[config.mk]
export PLATFORM = sky130hd
export DESIGN_NAME = pn_noise_source
export DESIGN_NICKNAME = d
export VERILOG_FILES = /design/src/rtl/pn_noise_pkg.sv /design/src/rtl/pn_trig_pipe.sv /design/src/rtl/pn_lfsr12.sv /design/src/rtl/pn_mask_sat_add.sv /design/src/rtl/pn_noise_source.sv
export SDC_FILE = /design/constraint.sdc
export NUM_CORES = 1
export LEC_CHECK = 0
export BUFFER_PORTS_ARGS = -buffer_cell sky130_fd_sc_hd__clkbuf_2
export CAP_MARGIN = 20
export CORE_MARGIN = 8
export CORE_UTILIZATION = 50
export DETAILED_ROUTE_END_ITERATION = 12
export PLACE_DENSITY = 0.73
export SETUP_SLACK_MARGIN = 0.05
export SKIP_CTS_REPAIR_TIMING = 1
export SYNTH_ARGS = -nofsm -noshare
export SYNTH_HDL_FRONTEND = slang
export SYNTH_SLANG_ARGS = --single-unit
export TNS_END_PERCENT = 20
[constraint.sdc]
create_clock -name clk -period 3.83 [get_ports clk]
set_input_delay 0.1915 -clock clk [delete_from_list [all_inputs] [get_ports clk]]
set_output_delay 0.1915 -clock clk [all_outputs]
set_load 0.05 [all_outputs]
[src/rtl/pn_noise_pkg.sv]
package pn_noise_pkg;
  localparam int LW = 12;
  localparam int MW = 4;
  localparam logic [LW-1:0] LSEED = 12'hAAA;

  typedef logic [LW-1:0] word_t;

  typedef struct packed {
    logic [MW-1:0] mask;
    word_t         base;
  } req_t;
endpackage

[src/rtl/pn_trig_pipe.sv]
module pn_trig_pipe
  import pn_noise_pkg::*;
#(
  parameter int SEL_W   = 3,
  parameter int LATENCY = 3,
  localparam int NTRIG  = 1 << SEL_W
) (
  input  logic             clk,
  input  logic             rst_n,
  input  logic             trig_en,
  input  logic [SEL_W-1:0] trig_sel,
  input  logic [NTRIG-1:0] trig_vec,
  input  logic [1:0]       wave_mode,
  input  logic [MW-1:0]    mask_code,
  input  word_t            hold_val,
  output logic             commit,
  output req_t             cmd
);
  logic fire;
  req_t in_req;
  logic vld_q [LATENCY];
  req_t dat_q [LATENCY];

  always_comb begin
    fire        = trig_en & trig_vec[trig_sel] & (wave_mode == 2'b01);
    in_req.mask = mask_code;
    in_req.base = hold_val;
  end

  for (genvar g = 0; g < LATENCY; g++) begin : g_stage
    logic vld_d;
    req_t dat_d;
    if (g == 0) begin : g_head
      always_comb begin
        vld_d = fire;
        dat_d = fire ? in_req : dat_q[0];
      end
    end else begin : g_body
      always_comb begin
        vld_d = vld_q[g-1];
        dat_d = vld_q[g-1] ? dat_q[g-1] : dat_q[g];
      end
    end
    always_ff @(posedge clk or negedge rst_n) begin
      if (!rst_n) begin
        vld_q[g] <= 1'b0;
        dat_q[g] <= '0;
      end else begin
        vld_q[g] <= vld_d;
        dat_q[g] <= dat_d;
      end
    end
  end

  assign commit = vld_q[LATENCY-1];
  assign cmd    = dat_q[LATENCY-1];
endmodule

[src/rtl/pn_lfsr12.sv]
module pn_lfsr12
  import pn_noise_pkg::*;
(
  input  logic  clk,
  input  logic  rst_n,
  input  logic  step,
  output word_t state
);
  word_t state_q, state_d;
  logic  lock_esc, fb;

  always_comb begin
    lock_esc = ~(|state_q);
    fb       = state_q[11] ^ state_q[5] ^ state_q[3] ^ state_q[0] ^ lock_esc;
    state_d  = step ? {state_q[LW-2:0], fb} : state_q;
  end

  always_ff @(posedge clk or negedge rst_n) begin
    if (!rst_n) state_q <= LSEED;
    else        state_q <= state_d;
  end

  assign state = state_q;
endmodule

[src/rtl/pn_mask_sat_add.sv]
module pn_mask_sat_add
  import pn_noise_pkg::*;
(
  input  word_t         noise,
  input  logic [MW-1:0] mask_code,
  input  word_t         base,
  output word_t         result
);
  word_t       keep;
  logic [LW:0] wide;

  for (genvar b = 0; b < LW; b++) begin : g_keep
    assign keep[b] = (mask_code >= MW'(b));
  end

  always_comb begin
    wide   = {1'b0, base} + {1'b0, noise & keep};
    result = wide[LW] ? {LW{1'b1}} : wide[LW-1:0];
  end
endmodule

[src/rtl/pn_noise_source.sv]
module pn_noise_source
  import pn_noise_pkg::*;
#(
  parameter int SEL_W   = 3,
  parameter int LATENCY = 3,
  localparam int NTRIG  = 1 << SEL_W
) (
  input  logic             clk,
  input  logic             rst_n,
  input  logic             trig_en,
  input  logic [SEL_W-1:0] trig_sel,
  input  logic [NTRIG-1:0] trig_vec,
  input  logic [1:0]       wave_mode,
  input  logic [MW-1:0]    mask_code,
  input  logic [LW-1:0]    hold_val,
  output logic [LW-1:0]    out_val,
  output logic [LW-1:0]    lfsr_state
);
  logic  commit;
  req_t  cmd;
  word_t noise, sum, out_q, out_d;

  pn_trig_pipe #(.SEL_W(SEL_W), .LATENCY(LATENCY)) u_pipe (
    .clk(clk), .rst_n(rst_n), .trig_en(trig_en), .trig_sel(trig_sel),
    .trig_vec(trig_vec), .wave_mode(wave_mode), .mask_code(mask_code),
    .hold_val(hold_val), .commit(commit), .cmd(cmd)
  );

  pn_lfsr12 u_lfsr (.clk(clk), .rst_n(rst_n), .step(commit), .state(noise));

  pn_mask_sat_add u_add (
    .noise(noise), .mask_code(cmd.mask), .base(cmd.base), .result(sum)
  );

  always_comb out_d = commit ? sum : out_q;

  always_ff @(posedge clk or negedge rst_n) begin
    if (!rst_n) out_q <= '0;
    else        out_q <= out_d;
  end

  assign out_val    = out_q;
  assign lfsr_state = noise;
endmodule

**Word-level counts from Yosys, hierarchy flattened**

Index checks and enable logic that the tools add are counted.

- Add/subtract/negate cells: 1
- $lt $le $gt $ge: 13
- Eq/ne operators: 1
- Muxes and demuxes: 3
- Bitwise operators: 8
- Reductions and logical operators: 1

Operator list:

| kind | number |
|---|---|
| >= comparator 4 x 3 -> 1 bit (second input constant) | 4 |
| >= comparator 4 bit (second input constant) | 4 |
| adder 12 x 12 -> 13 bit | 1 |
| AND 12 bit | 1 |
| two-way mux 12 bit | 1 |
| OR reduction 12 bit | 1 |
| >= comparator 4 x 1 -> 1 bit (second input constant) | 2 |
| >= comparator 4 x 2 -> 1 bit (second input constant) | 2 |
| less-than comparator 3 x 4 -> 1 bit (second input constant) | 1 |
| XOR 1 bit | 4 |
| binary-select mux 1 bit (select 3 bit) | 1 |
| AND 1 bit | 2 |
| == test 2 x 1 -> 1 bit (second input constant) | 1 |
| two-way mux 1 bit | 1 |
| NOT 1 bit | 1 |

- Register bits: 75
- Input bits: 32
- Output and inout bits: 24
- Word-level logic and storage cells: 38

**Longest topological paths before layout**

- Word-level depth: 4
- Gate-level depth with buffers: 9
- Depth with buffers taken out: 8

**By module**

Synthesis repeated with hierarchy kept, for this count alone.

- Cell total of the unflattened synthesis: 278
- Area total of the unflattened synthesis: 3764.9 um2

By module, submodules not included:

| module | instances | cells an instance | area each (um2) | sequential area each (um2) |
|---|---|---|---|---|
| pn_trig_pipe | 1 | 125 | 2039.5 | 1276.2 |
| pn_mask_sat_add | 1 | 96 | 739.5 | 0.0 |
| pn_lfsr12 | 1 | 32 | 501.7 | 307.8 |
| pn_noise_source | 1 | 25 | 484.2 | 300.3 |

**Worst setup path after synthesis**

Ideal clock, no wire load.

- Kind: register to register
- Start: register u_pipe.dat_q, in the netlist u_pipe.cmd[14]
- End: register out_q[10] (netlist: out_val[10])
- Setup time: 120 ps
- Arrival: 2594 ps
- Data required time: 3710 ps
- Slack: 1116 ps
- Cell stages (with the launch flop): 10
- Buffers on the path: 1
- Clock period less this slack: 2714 ps
- Cell sequence: dfrtp_1 -> clkbuf_1 -> or3_1 -> o21a_1 -> fa_1 -> a211oi_1 -> o21ai_1 -> a21boi_0 -> o21ai_0 -> a31o_2

- Longest elaborated chain between the ends: 4
- Elaborated cells on any way between the ends: 15
- Classes of those cells: 1 x add/sub; 12 x order compare; 1 x mux; 1 x bitwise

Ends and longest elaborated chain:

| item | RTL line | RTL |
|---|---|---|
| from (decl) | pn_trig_pipe.sv:22 | `req_t dat_q [LATENCY];` |
| from (signal, indexed assignment) | pn_trig_pipe.sv:50 | `dat_q[g] <= dat_d;` |
| >= comparator 4 x 1 -> 1 bit (tied with other cells) | pn_mask_sat_add.sv:13 | `assign keep[b] = (mask_code >= MW'(b));` |
| AND 12 bit * | pn_mask_sat_add.sv:17 | `wide = {1'b0, base} + {1'b0, noise & keep};` |
| adder 12 x 12 -> 13 bit * | pn_mask_sat_add.sv:17 |  |
| two-way mux 12 bit * | pn_mask_sat_add.sv:18 | `result = wide[LW] ? {LW{1'b1}} : wide[LW-1:0];` |
| to (signal assigned) | pn_noise_source.sv:39 | `else out_q <= out_d;` |
| to (decl) | pn_noise_source.sv:21 | `word_t noise, sum, out_q, out_d;` |

Every way passes the cells marked *; elsewhere a longest branch is shown, timed or not.
A chain may end at the register's enable or synchronous reset.

**Worst setup path after layout**

Ends and elaborated chain as after synthesis.

==> results.md <==
Run status:
- The flow ran to the end, and the final reports show no timing, DRC or antenna violations.

Worst setup path:
- For the worst setup path, the data arrival time is 3160 ps.
- Along the worst path, the maximum fanout reaches 10.
- The kind of launch point of the worst setup path is a flop.
- Data on the critical path is required at its endpoint by 4070 ps.
- The worst register-to-register path has a setup slack of 910 ps.
- STA classifies the critical path endpoint as a flop.
- The start-to-end type of the worst setup path is reg2reg.

Floorplanning:
- In this run the standard cell core region covers 0.00710 mm².
- The number of placement rows is 31.
- The area of the die is 0.0101 mm².
- The die height is 101 µm.
- In this run the horizontal extent of the chip is 101 µm.
- Once the floorplan was initialized, standard cells occupied 50.4% of the core.
- The number of top-level design ports is 56.

Routing:
- The final layout contains routed wiring with a total length of 6700 µm.
- The routed length per instance is 15.6 µm.
- In this run the remaining antenna-violating nets after routing total 0.
- The first detailed-routing pass took 4 iterations.
- In this run, the number of DRC markers left after iteration 0 of detailed routing was 71.
- For this block, the via count after detailed routing is 2,294.
- The DRC violations left is 0.
- The vias per cell is 5.35.

Logic synthesis:
- The library cell occupying the most area in the post-synthesis netlist is sky130_fd_sc_hd__dfrtp_1.
- The share of synthesized area spent on multiplexers is 21.7%.
- The sequential element share of the synthesized area is 52.7%.
- Among all cell types in the netlist, the one instantiated most often is sky130_fd_sc_hd__dfrtp_1.
- Yosys printed 0 warnings.
- The basic-gate share of the synthesized area counting and, or, nand and nor cells is 6.61%.
- Yosys mapped a number of flops with a built-in enable equal to 0.
- Of the post-synthesis cell area, the dominant cell type holds 48.3%.
- The most frequently used flop master after synthesis is sky130_fd_sc_hd__dfrtp_1.
- The synthesized netlist devotes 1.96% of its cell area to XOR and XNOR gates.
- The synthesized netlist cell count is 267.
- Summing the areas of all fa, ha and maj instances in the mapped netlist gives 4.76% of the synthesized area.
- The share of flip-flops with an asynchronous set or reset after synthesis is 100%.
- Dividing the synthesized area by the synthesized cell count gives 13.4 µm².
- By count the netlist is led by sky130_fd_sc_hd__dfrtp_1, sky130_fd_sc_hd__mux2_2, sky130_fd_sc_hd__a21oi_1.
- The number of distinct library cells after synthesis is 50.
- The synthesized netlist net count is 312.
- The dominant combinational cell family by area after synthesis is multiplexers.
- The cell area that synthesis handed to floorplanning was 0.00358 mm².
- After synthesis the netlist holds a flip-flop and latch count of 75.
- Ranked by total cell area, the synthesized netlist is headed by sky130_fd_sc_hd__dfrtp_1, sky130_fd_sc_hd__mux2_2, sky130_fd_sc_hd__dfstp_2.
- The compound-gate portion of the synthesized area is 10.4%.

GRT:
- Entering global routing, the biggest net connects 46 pins.
- The via count of the first global-routing pass is 2,416.
- The number of antenna violations at the first check in global routing is 0.
- Across every metal layer, demand over resource in global routing totals 14.8%.
- The first global-routing pass estimated 11,800 µm of wire.
- After global routing the overflow that remains totals 0.

Timing:
- In the final timing run, aggregate negative setup slack is 0 ps.
- Setup repair after global routing left no endpoint under its margin.
- The final-report setup violation count is 0.
- The number of failing hold endpoints at the final stage is 0.
- The total count of max-transition violations in the final report was 0.
- The clock period minus final worst setup slack is 2920 ps.
- After layout, the worst path uses 76.1% of the clock period.
- The relative max-transition margin is 39.0%.
- The achievable frequency is 343 MHz.
- The worst-margin pin slew is 912 ps.
- The largest clock skew in the final design is 8.05 ps.

Cells and area:
- The post-route netlist has 43.6% of its cells at a drive strength greater than 1.
- From synthesis to final layout, the design area changed by 17.0%.
- The count of nets after finishing is 370.
- The antenna diode instance count is 0.
- The total non-filler cell area in the finished layout is 0.00419 mm².

Place:
- The instance area at placement is 0.00393 mm².
- At the end of routability-driven placement, the weighted congestion stood at 0.837.
- Summed over all nets, the half-perimeter wirelength after detailed placement is 5120 µm.
- The count of buffers from port buffering is 55.

Clocking:
- The H-tree depth is 3.
- The clock latency reported for the late side of the worst-skew pair is 340 ps.
- The number of clock sinks is 75.
- In this run the deepest clock path goes through 2 buffers.
- Clock-pin slew was measured on the worst setup and hold paths at 80 ps.
- TritonCTS built the clock tree.
- In this run the clock root is driven by a sky130_fd_sc_hd__clkbuf_8.
- The number of clock buffers inserted by TritonCTS is 9.

Power and ir drop:
- Across the VDD grid, the largest voltage drop is 0.357 mV.
- The power after layout is 3.21 mW.
- The power density relative to cell area is 767 mW/mm².
- Summed over all cells, the static leakage comes to 2.00 nW.

Min path:
- The type of the worst min-delay path is in2reg.

Job:
- The number of maximum-capacitance violations is 0.
## final timing paths
path | startpoint | endpoint | depth (start not counted)
setup / recovery | u_pipe.cmd[14] | out_val[10] | 8
hold / removal | hold_val[4] | u_pipe.dat_q[36] | 2
setup reg to reg | u_pipe.cmd[14] | out_val[10] | 8
hold reg to reg | out_val[0] | out_val[0] | 1
max in group asynchronous | rst_n | u_pipe.dat_q[43] | 4
min in group asynchronous | rst_n | u_pipe.dat_q[34] | 2
## power breakdown
group          internal (mW)  switching [mW]  total [mW]
Sequential              1.10           0.248        1.35
Combinational          0.505           0.678        1.18
Clock                  0.388           0.289       0.678
Total                   2.00            1.21        3.21
## worst max-delay path, cell delays in order, from the launching register on
cell and delay [ps]:
sky130_fd_sc_hd__dfrtp_1 480, sky130_fd_sc_hd__or3_1 420, sky130_fd_sc_hd__o21a_1 220, sky130_fd_sc_hd__fa_1 460
sky130_fd_sc_hd__a211oi_1 330, sky130_fd_sc_hd__o21ai_1 140, sky130_fd_sc_hd__a21boi_0 350, sky130_fd_sc_hd__o21ai_0 150
sky130_fd_sc_hd__a31o_2 260
## sequential cells by signal (all words and copies together), names as in the netlist
name and count:
u_pipe.dat_q 32, u_pipe.cmd 16, out_val 12, u_lfsr.state 12, u_pipe.g_stage.vld_d 2, u_pipe.commit 1
## layout make-up
class                   instances  area [µm²]
repair buffers                 59         320
clock inverters                 5        85.1
clock buffers                  11         141
inverters                       2        7.51
well taps                      99         124
multi-input cells             178        1620
flip-flops and latches         75        1880
fillers                       632        2910
## cell usage in the layout, fill, tap and decap left out, types with 2 or more instances in the layout
cell | synthesis | final
sky130_fd_sc_hd__buf_4 | 0 | 2
sky130_fd_sc_hd__nor2_1 | 10 | 10
sky130_fd_sc_hd__mux2_4 | 9 | 9
sky130_fd_sc_hd__dfrtp_1 | 69 | 69
sky130_fd_sc_hd__o21a_1 | 4 | 4
sky130_fd_sc_hd__o211ai_1 | 2 | 2
sky130_fd_sc_hd__xnor2_1 | 3 | 3
sky130_fd_sc_hd__clkbuf_8 | 0 | 10
sky130_fd_sc_hd__a311o_1 | 2 | 2
sky130_fd_sc_hd__ha_1 | 12 | 12
sky130_fd_sc_hd__dfstp_2 | 6 | 6
sky130_fd_sc_hd__nor2b_1 | 4 | 4
sky130_fd_sc_hd__clkbuf_2 | 0 | 54
sky130_fd_sc_hd__mux2_2 | 50 | 50
sky130_fd_sc_hd__nand2_1 | 10 | 10
sky130_fd_sc_hd__bufinv_16 | 0 | 2
sky130_fd_sc_hd__mux4_1 | 2 | 2
sky130_fd_sc_hd__a21o_1 | 5 | 5
sky130_fd_sc_hd__a211oi_1 | 3 | 3
sky130_fd_sc_hd__nand3_1 | 4 | 4
sky130_fd_sc_hd__and3_1 | 2 | 2
sky130_fd_sc_hd__o2111a_1 | 2 | 2
sky130_fd_sc_hd__a21oi_1 | 13 | 13
sky130_fd_sc_hd__a21boi_0 | 2 | 2
sky130_fd_sc_hd__nor4_1 | 2 | 2
sky130_fd_sc_hd__and2_1 | 2 | 2
sky130_fd_sc_hd__inv_1 | 2 | 2
sky130_fd_sc_hd__xor2_1 | 5 | 5
sky130_fd_sc_hd__o22a_1 | 7 | 7
sky130_fd_sc_hd__nand2b_1 | 2 | 2
## routing by layer
layer  wire length [µm]  global-route usage, %
met5                  0                      0
met3                385                   4.49
met2               3080                   23.0
met1               3090                   18.1
met4                142                   8.14
## through the flow
step           hold WS, ps  instances  setup WS, ps  utilization (%)
2_1_floorplan         -104        267          1120                -
3_3_place_gp           397        411          1050             55.3
3_5_place_dp           399        411           925             55.3
4_1_cts               15.2        427           916             58.5
5_1_grt               60.8        429           752             59.0
6_report              77.7        429           914             59.0
## cell families after synthesis
group,Yosys count
compound gates,50
xor+xnor,8
fa+ha+maj,13
buf+inv,14
flops,75
mux,63
simple gates,44
(Power assumes the default switching activity.)
